==> src/rtl/rcs_pkg.sv <==
package rcs_pkg;
   typedef enum logic {
      CTX_STEADY = 1'b0,
      CTX_SWITCH = 1'b1
   } ctx_state_e;

   function automatic int idx_bits(input int n);
      return (n > 1) ? $clog2(n) : 1;
   endfunction
endpackage

==> src/rtl/rcs_region_ctl.sv <==
module rcs_region_ctl
   import rcs_pkg::*;
#(
   parameter int REGIONS = 3,
   parameter int RW      = 2
) (
   input  logic          clk,
   input  logic          rst_n,
   input  logic          act_en,
   input  logic [RW-1:0] act_region,
   output logic [RW-1:0] cur_region,
   output logic          busy
);
   localparam logic [RW:0] NREG = (RW+1)'(REGIONS);

   ctx_state_e state_q;
   logic       req_ok;

   assign req_ok = act_en && ({1'b0, act_region} < NREG);

   always_ff @(posedge clk) begin
      if (!rst_n) begin
         state_q    <= CTX_STEADY;
         cur_region <= '0;
      end else begin
         case (state_q)
            CTX_STEADY: begin
               if (req_ok) begin
                  cur_region <= act_region;
                  state_q    <= CTX_SWITCH;
               end
            end
            default: state_q <= CTX_STEADY;
         endcase
      end
   end

   assign busy = (state_q == CTX_SWITCH);
endmodule

==> src/rtl/rcs_slot_bank.sv <==
module rcs_slot_bank #(
   parameter int SLOTS = 6,
   parameter int CFG_W = 136,
   parameter int SW    = 3,
   parameter int OPC_W = 4
) (
   input  logic             clk,
   input  logic             rst_n,
   input  logic             wr_en,
   input  logic [SW-1:0]    wr_slot,
   input  logic [CFG_W-1:0] wr_data,
   input  logic [OPC_W-1:0] rd_opc,
   output logic             rd_hit,
   output logic [CFG_W-1:0] rd_data
);
   localparam bit WR_PARTIAL = (SLOTS < (1 << SW));
   localparam bit RD_PARTIAL = (SLOTS < (1 << OPC_W));

   logic [CFG_W-1:0] mem [SLOTS];
   logic [SLOTS-1:0] vld;
   logic             wr_ok;
   logic             rd_in;
   logic [SW-1:0]    rd_idx;

   generate
      if (WR_PARTIAL) begin : g_wr_chk
         assign wr_ok = (wr_slot <= SW'(SLOTS-1));
      end else begin : g_wr_all
         assign wr_ok = 1'b1;
      end
      if (RD_PARTIAL) begin : g_rd_chk
         assign rd_in = (rd_opc <= OPC_W'(SLOTS-1));
      end else begin : g_rd_all
         assign rd_in = 1'b1;
      end
   endgenerate

   assign rd_idx = rd_opc[SW-1:0];

   always_ff @(posedge clk) begin
      if (wr_en && wr_ok) mem[wr_slot] <= wr_data;
   end

   always_ff @(posedge clk) begin
      if (!rst_n)             vld          <= '0;
      else if (wr_en && wr_ok) vld[wr_slot] <= 1'b1;
   end

   always_comb begin
      rd_hit  = rd_in && vld[rd_idx];
      rd_data = rd_hit ? mem[rd_idx] : '0;
   end
endmodule

==> src/rtl/rcs_ctx_store.sv <==
module rcs_ctx_store
   import rcs_pkg::*;
#(
   parameter int REGIONS = 3,
   parameter int SLOTS   = 6,
   parameter int CFG_W   = 136,
   parameter int OPC_W   = 4,
   parameter int RW      = idx_bits(REGIONS),
   parameter int SW      = idx_bits(SLOTS)
) (
   input  logic             clk,
   input  logic             rst_n,
   input  logic             wr_en,
   input  logic [RW-1:0]    wr_region,
   input  logic [SW-1:0]    wr_slot,
   input  logic [CFG_W-1:0] wr_data,
   input  logic             act_en,
   input  logic [RW-1:0]    act_region,
   input  logic             lk_valid,
   input  logic [OPC_W-1:0] lk_opcode,
   output logic             busy,
   output logic             cfg_valid,
   output logic             cfg_invalid,
   output logic [CFG_W-1:0] cfg_data
);
   generate
      if (REGIONS < 1) begin : g_bad_regions
         $error("REGIONS must be at least 1");
      end
      if (SLOTS < 1) begin : g_bad_slots
         $error("SLOTS must be at least 1");
      end
      if (CFG_W < 1) begin : g_bad_width
         $error("CFG_W must be at least 1");
      end
      if (OPC_W < SW) begin : g_bad_opc
         $error("OPC_W must cover every slot index");
      end
   endgenerate

   logic [RW-1:0]    cur_region;
   logic             bank_hit  [REGIONS];
   logic [CFG_W-1:0] bank_data [REGIONS];
   logic             sel_hit;
   logic [CFG_W-1:0] sel_data;
   logic             accept;

   rcs_region_ctl #(.REGIONS(REGIONS), .RW(RW)) u_ctl (
      .clk        (clk),
      .rst_n      (rst_n),
      .act_en     (act_en),
      .act_region (act_region),
      .cur_region (cur_region),
      .busy       (busy)
   );

   generate
      for (genvar r = 0; r < REGIONS; r++) begin : g_bank
         rcs_slot_bank #(.SLOTS(SLOTS), .CFG_W(CFG_W), .SW(SW), .OPC_W(OPC_W)) u_bank (
            .clk     (clk),
            .rst_n   (rst_n),
            .wr_en   (wr_en && (wr_region == RW'(r))),
            .wr_slot (wr_slot),
            .wr_data (wr_data),
            .rd_opc  (lk_opcode),
            .rd_hit  (bank_hit[r]),
            .rd_data (bank_data[r])
         );
      end
   endgenerate

   always_comb begin
      sel_hit  = 1'b0;
      sel_data = '0;
      for (int r = 0; r < REGIONS; r++) begin
         if (cur_region == RW'(r)) begin
            sel_hit  = bank_hit[r];
            sel_data = bank_data[r];
         end
      end
   end

   assign accept = lk_valid && !busy;

   always_ff @(posedge clk) begin
      if (!rst_n) begin
         cfg_valid   <= 1'b0;
         cfg_invalid <= 1'b0;
         cfg_data    <= '0;
      end else begin
         cfg_valid   <= accept;
         cfg_invalid <= accept && !sel_hit;
         cfg_data    <= (accept && sel_hit) ? sel_data : '0;
      end
   end
endmodule

==> config.mk <==
export PLATFORM = sky130hd
export DESIGN_NAME = rcs_ctx_store
export DESIGN_NICKNAME = d
export VERILOG_FILES = /design/src/rtl/rcs_pkg.sv /design/src/rtl/rcs_region_ctl.sv /design/src/rtl/rcs_slot_bank.sv /design/src/rtl/rcs_ctx_store.sv
export SDC_FILE = /design/constraint.sdc
export NUM_CORES = 2
export LEC_CHECK = 0
export BUFFER_PORTS_ARGS = -buffer_cell sky130_fd_sc_hd__buf_2
export CORE_UTILIZATION = 46
export DETAILED_ROUTE_END_ITERATION = 10
export SYNTH_ARGS = -nofsm -noshare
export SYNTH_HDL_FRONTEND = slang
export SYNTH_SLANG_ARGS = --single-unit
==> constraint.sdc <==
create_clock -name clk -period 18.95 [get_ports clk]
set_input_delay 2.8425 -clock clk [delete_from_list [all_inputs] [get_ports clk]]
set_output_delay 2.8425 -clock clk [all_outputs]
set_load 0.02 [all_outputs]
Yosys cells after proc, flatten, opt, wreduce, memory -nomap -nowiden
Memory sizes are Yosys's and may differ from the RTL's.
Index checks and enable logic that the tools add are counted.
W data, S select, Z words.
{"block": "word_totals", "register_bits": 159, "mem_bits_rw": 2448, "in_bits": 152, "out_inout_bits": 139, "wordCells": 71, "memories": 3}
{"name": "g_bank[0].u_bank.mem", "words": 6, "width": 136, "rd": 1, "rd_clocked_by_memory_dff": 0, "wr": 1, "line_no": "rcs_slot_bank.sv:19", "text": "logic [CFG_W-1:0] mem [SLOTS];"}
{"name": "g_bank[1].u_bank.mem", "words": 6, "width": 136, "rd": 1, "rd_clocked_by_memory_dff": 0, "wr": 1, "line_no": "rcs_slot_bank.sv:19"}
{"name": "g_bank[2].u_bank.mem", "words": 6, "width": 136, "rd": 1, "rd_clocked_by_memory_dff": 0, "wr": 1, "line_no": "rcs_slot_bank.sv:19"}
{"block": "classes", "magnitude_cmp": 6, "eq_ne": 4, "n_mux": 24, "bitwise": 5, "n_reduce_logical": 21}
{"operator": "$mux W136", "count": 6}
{"operator": "$or A6 B6 Y6", "count": 3}
{"operator": "$logic_and A1 B1 Y1", "count": 14}
{"operator": "$mux W1", "count": 14}
{"operator": "$bmux W1 S3", "count": 3}
{"operator": "$lt A3 B4 Y1 const B", "count": 2}
{"operator": "$eq A2 B1 Y1 const B", "count": 2}
{"operator": "$eq A2 B2 Y1 const B", "count": 2}
{"operator": "$le A4 B3 Y1 const B", "count": 1}
{"operator": "$logic_not A2 Y1", "count": 2}
{"operator": "$reduce_and A2 Y1", "count": 2}
{"operator": "$demux W1 S3", "count": 1}
{"operator": "$ge A3 B1 Y1 const B", "count": 1}
{"operator": "$le A3 B3 Y1 const B", "count": 1}
{"operator": "$logic_not A1 Y1", "count": 2}
{"operator": "$lt A2 B2 Y1 const B", "count": 1}
{"operator": "$not A1 Y1", "count": 2}
{"operator": "$reduce_or A2 Y1", "count": 1}

Logic depth before layout (Yosys ltp)
{"block": "depth", "depth_word": 8, "depth_mapped": 10, "mapped_depth_nobuf": 5}

By module
A second synthesis with hierarchy kept.
{"block": "unflattened", "hier_cells": 5542, "hier_area_um2": 103685.7}
{"mod": "rcs_slot_bank at g_bank[1].u_bank ...", "n_inst": 2, "cells_each": 1634, "area_per_inst_um2": 32276.0, "seq_area_each_um2": 24623.6}
{"mod": "rcs_slot_bank at g_bank[0].u_bank", "n_inst": 1, "cells_each": 1633, "area_per_inst_um2": 32369.8, "seq_area_each_um2": 24623.6}
{"mod": "rcs_ctx_store", "n_inst": 1, "cells_each": 631, "area_per_inst_um2": 6648.9, "seq_area_each_um2": 2762.6}
{"mod": "rcs_region_ctl", "n_inst": 1, "cells_each": 10, "area_per_inst_um2": 115.1, "seq_area_each_um2": 60.1}

Least setup slack after synthesis
OpenSTA, ideal clock, no wires.
{"block": "synth_timing", "path_type": "input to register", "start": "input port wr_region[1]", "end": "memory g_bank[0].u_bank.mem[4][0] (enable)", "setup_time_ns": 0.635, "arrival_time_ns": 9.154, "required_time_ns": 18.315, "setup_slack_ns": 9.161, "path_stages": 3, "path_buffers": 1, "path_cell_list": "or3b_2 > clkbuf_1 > nor2_1"}
{"block": "synth_between", "elab_chain_len": 5}
{"item": "start, declared", "line_no": "rcs_ctx_store.sv:14", "text": "input logic [RW-1:0] wr_region,"}
{"item": "$logic_not A2 Y1", "line_no": "rcs_ctx_store.sv:62", "text": ".wr_en (wr_en && (wr_region == RW'(r))),"}
{"item": "$logic_and A1 B1 Y1", "line_no": "rcs_ctx_store.sv:62"}
{"item": "$logic_and A1 B1 Y1", "line_no": "rcs_slot_bank.sv:41", "text": "if (wr_en && wr_ok) mem[wr_slot] <= wr_data;"}
{"item": "$mux W1", "line_no": "rcs_slot_bank.sv:41"}
{"item": "$mux W1 (implied by the code)", "line_no": "rcs_slot_bank.sv:41"}
{"item": "end, declared", "line_no": "rcs_slot_bank.sv:19"}
No other way between the ends.

Worst setup path after layout
{"block": "layout_timing", "start": "input port lk_opcode[0]", "end": "register cfg_data[54]"}
{"block": "layout_between", "elab_chain_len": 8, "elab_cells_between_ends": 24, "classes_between": "1 x order compare; 15 x mux; 5 x reduce/logical; 3 x memory"}
{"item": "start, declared", "line_no": "rcs_ctx_store.sv:20", "text": "input logic [OPC_W-1:0] lk_opcode,"}
{"item": "$bmux W1 S3", "line_no": "rcs_slot_bank.sv:50", "text": "rd_hit = rd_in && vld[rd_idx];"}
{"item": "$mux W1 (implied by the code)", "line_no": "rcs_slot_bank.sv:50"}
{"item": "$logic_and A1 B1 Y1", "line_no": "rcs_slot_bank.sv:50"}
{"item": "$mux W1 (3 in a row)", "line_no": "rcs_ctx_store.sv:76", "text": "if (cur_region == RW'(r)) begin"}
{"item": "$logic_and A1 B1 Y1", "line_no": "rcs_ctx_store.sv:93", "text": "cfg_data <= (accept && sel_hit) ? sel_data : '0;"}
{"item": "$reduce_and A2 Y1 (no line)"}
{"item": "end signal, assigned", "line_no": "rcs_ctx_store.sv:93"}
{"item": "end, declared", "line_no": "rcs_ctx_store.sv:24", "text": "output logic [CFG_W-1:0] cfg_data"}
Several ways; a longest one is shown, not always the timed one. The select of a mux whose other input is x is not followed.
A chain may end at the register's enable or synchronous reset.

==> impl_results.md <==
* Run status: complete, no violations
* Total power after layout at 12.1 mW
* Setup repair bufs after CTS at 0
* Crit path max-delay family: buffers and inverters
* Clock input transition at the sequential cells of the worst setup and hold paths at 0.06 ns
* Critical Path Start: lk_opcode[0]
* Core Area at 0.210 mm^2
* Vias per cell at 5.85
* Average detailed-routed wire length per instance at 29.2 um
* Post-synthesis area per instance at 20.5 um^2
* Register-to-Register Setup Slack at 15.38 ns
* Estimated wirelength of the detail-placed design at 109000 um
* Utilization of the core after routing at 0.528
* Endpoint of the most critical register-to-register path: cfg_data[104]
* Die width at 462 um
* Leading cell types in the layout, fill and taps excluded: sky130_fd_sc_hd__edfxtp_1, sky130_fd_sc_hd__mux2i_1, sky130_fd_sc_hd__nand2_1
* IO Port Bufs at 290
* Number of different library cells in the post-synthesis netlist at 27
* Number of clock buffers inserted by TritonCTS at 280
* CP Data Arrival Time at 7.23 ns
* First-pass GRT wire length at 340000 um
* Die Ht at 462 um
* Portion of the clock cycle consumed by the worst path in the final layout at 0.343
* Setup repair after global routing missed its margin: false
* Synthesized netlist net count at 4899
* Via Count at 47609
* Cell Rows at 168
* Slew headroom at 0.203
* DRT antenna net count at 0
* Critical Setup Path Class: in -> reg
* Clock Skews at 0.0517 ns
* Post-layout min period at 6.49 ns
* GP Congestion at 0.712
* Pin count of the biggest net entering global routing at 179
* Initial antenna violation count at 65
* CTS tree: built
* Global router's overall resource usage at 0.223
* Cell Chain, Critical Path: buf_12, buf_12, buf_4, buf_4, buf_12, mux4_2, o211ai_1, a31oi_1
* Final TNS setup at 0 ns
* Final design area excluding fillers at 0.111 mm^2
* Warnings from Yosys at 0
* Max-slew violation count at 0
* Min-delay worst type: reg -> reg
* Largest stage delay, worst path at 0.78 ns
* Cell area reported after detailed placement at 0.102 mm^2
* Crit path capture type: flip-flop
* Number of top-level design ports at 291
* Insertion delay to the later sink of the worst-skew pair at 0.92 ns
* CTS resizes at 0
* Static leakage at 35.8 nW
* Max Cap Violations at 0
* Post-placement setup slack at 11.47 ns
* Final setup fails at 0
* Count of clock tree sinks at 2607
* Detailed-route wire length at 238000 um
* Total DRC errors in the routed layout at 0
* Slew of the pin with the lowest slew margin at 1.20 ns
* Worst VDD drop at 0.0841 mV
* Area of the die at 0.214 mm^2
* Initial core utilization at 0.464
* Number of cells on the critical path at 8
* Flip-flop and latch count after synthesis at 2607
* DRC marker count from the first detailed-route iteration at 4778
* Maximum level of the CTS H-tree at 5
* Proportion of layout cells with a drive suffix above 1 at 0.223
* Number of buffers and inverters on the critical path at 5
* Critical R2R Launch: g_bank[2].u_bank.vld[1]
* Layout net count at 5264
* Buffer depth of the longest clock path at 4
* Crit Path Max Fanout at 118
* Vias in the first global route at 47818
* Max Clock Freq at 154 MHz
* Register area share after synthesis at 0.787
* Non-filler cells in the finished layout at 8132
* Worst Setup Start Kind: input port
* Worst EP required at 19.69 ns
* Post-synthesis to final-layout area growth at 13.7%
* Hold-fix buffer count after cts at 0
* Most common library cell in the layout ignoring fill and taps: sky130_fd_sc_hd__edfxtp_1
* Synthesized cell area at 0.0974 mm^2
* Worst Slack Setup Final at 12.46 ns
* Worst reg2reg path depth at 7
* Cell mode on critical path: sky130_fd_sc_hd__buf_12
* GRT overflow at 0
* Placed cell count at 7635
* Worst hold slack across all endpoints at 0.465 ns
* Endpoint of the most critical setup path: cfg_data[54]
* Cell with the biggest individual delay on the critical path: sky130_fd_sc_hd__buf_4
* Detailed-router iteration count before antenna repair at 5
* Areal power density over the cells at 109 mW/mm^2
* Final hold vios at 0
* Library cell used as clock root buffer: sky130_fd_sc_hd__clkbuf_16
* Synthesized instance count at 4747
## synthesized netlist by cell type, drive strengths merged
cell type / count / area share
mux4: 408 / 0.094
dfxtp: 159 / 0.033
and4: 2 / 0.00018
nand2: 412 / 0.016
nand3b: 4 / 0.00031
nor4b: 1 / 0.000090
nor2: 26 / 0.0010
edfxtp: 2448 / 0.75
o21a: 18 / 0.0014
nand2b: 1 / 0.000064
a31oi: 136 / 0.0094
a22oi: 3 / 0.00023
o31ai: 1 / 0.000077
o221a: 2 / 0.00023
buf: 171 / 0.0099
mux2i: 417 / 0.043
and4b: 1 / 0.00010
or3b: 3 / 0.00027
clkbuf: 121 / 0.0047
or3: 1 / 0.000064
o211ai: 408 / 0.031
nor2b: 1 / 0.000064
o21ai: 3 / 0.00015
## worst min-delay path by stage
| stage | end | slack (ns) | from | depth (start not counted) |
|---|---|---|---|---|
| after floorplan | g_bank[0].u_bank.vld[0] | 0.44 | g_bank[0].u_bank.vld[0] | 1 |
| after global placement | g_bank[2].u_bank.vld[4] | 0.45 | g_bank[2].u_bank.vld[4] | 1 |
| after detailed placement | g_bank[0].u_bank.vld[0] | 0.45 | g_bank[0].u_bank.vld[0] | 1 |
| after CTS | g_bank[2].u_bank.vld[3] | 0.47 | g_bank[2].u_bank.vld[3] | 1 |
| after global routing | g_bank[0].u_bank.vld[2] | 0.48 | g_bank[0].u_bank.vld[2] | 1 |
| final | g_bank[2].u_bank.vld[4] | 0.46 | g_bank[2].u_bank.vld[4] | 1 |
## state kept, by name, summed over array words and instances, names as in the netlist
signal,count
g_bank.u_bank.mem,2448
cfg_valid,1
cfg_data,136
cfg_invalid,1
u_ctl.cur_region,2
u_ctl.busy,1
g_bank.u_bank.vld,18
## where the power goes
group | internal [mW] | total [mW] | leakage [nW] | switching (mW)
combinational | 0.153 | 0.428 | 8.16 | 0.275
clock | 3.12 | 5.25 | 4.26 | 2.13
sequential | 6.36 | 6.37 | 23.3 | 0.0147
total | 9.63 | 12.1 | 35.8 | 2.42
## worst register-to-register path: stages, from the launching register on
cell and delay, ns:
sky130_fd_sc_hd__dfxtp_1 0.31, sky130_fd_sc_hd__mux2i_1 0.14, sky130_fd_sc_hd__a22oi_1 0.10, sky130_fd_sc_hd__and4_4 0.44, sky130_fd_sc_hd__o31ai_4 0.37, sky130_fd_sc_hd__buf_4 0.82, sky130_fd_sc_hd__buf_4 0.94, sky130_fd_sc_hd__a31oi_1 0.25
## final cells by class
class	instances	area, um^2
clock buffers	382	7730
clock inverters	100	993
multi-input cells	1848	19500
well taps	2805	3510
fillers	16252	99200
diodes	15	37.5
repair buffers	375	2370
flip-flops and latches	2607	76700
## metal layers
layer / vias to the layer above / GRT usage / share of wire
li1: 20296 / - / -
met1: 25348 / 0.326 / 0.44
met2: 1554 / 0.345 / 0.47
met3: 355 / 0.0453 / 0.072
met4: 56 / 0.0501 / 0.019
met5: - / 0 / 0.0014
## logic make-up (layout without fill, tap and decap cells)
logic type             Yosys count  count (layout)  synth area share
flip-flops                    2607            2607             0.787
multiplexers                   825             825             0.137
AO/OA/AOI/OAI                  571             571            0.0429
AND/OR/NAND/NOR                452             452            0.0180
buffers and inverters          292             857            0.0146
other                            0              15                 0
Note: power is estimated with default switching activity, not from simulation.
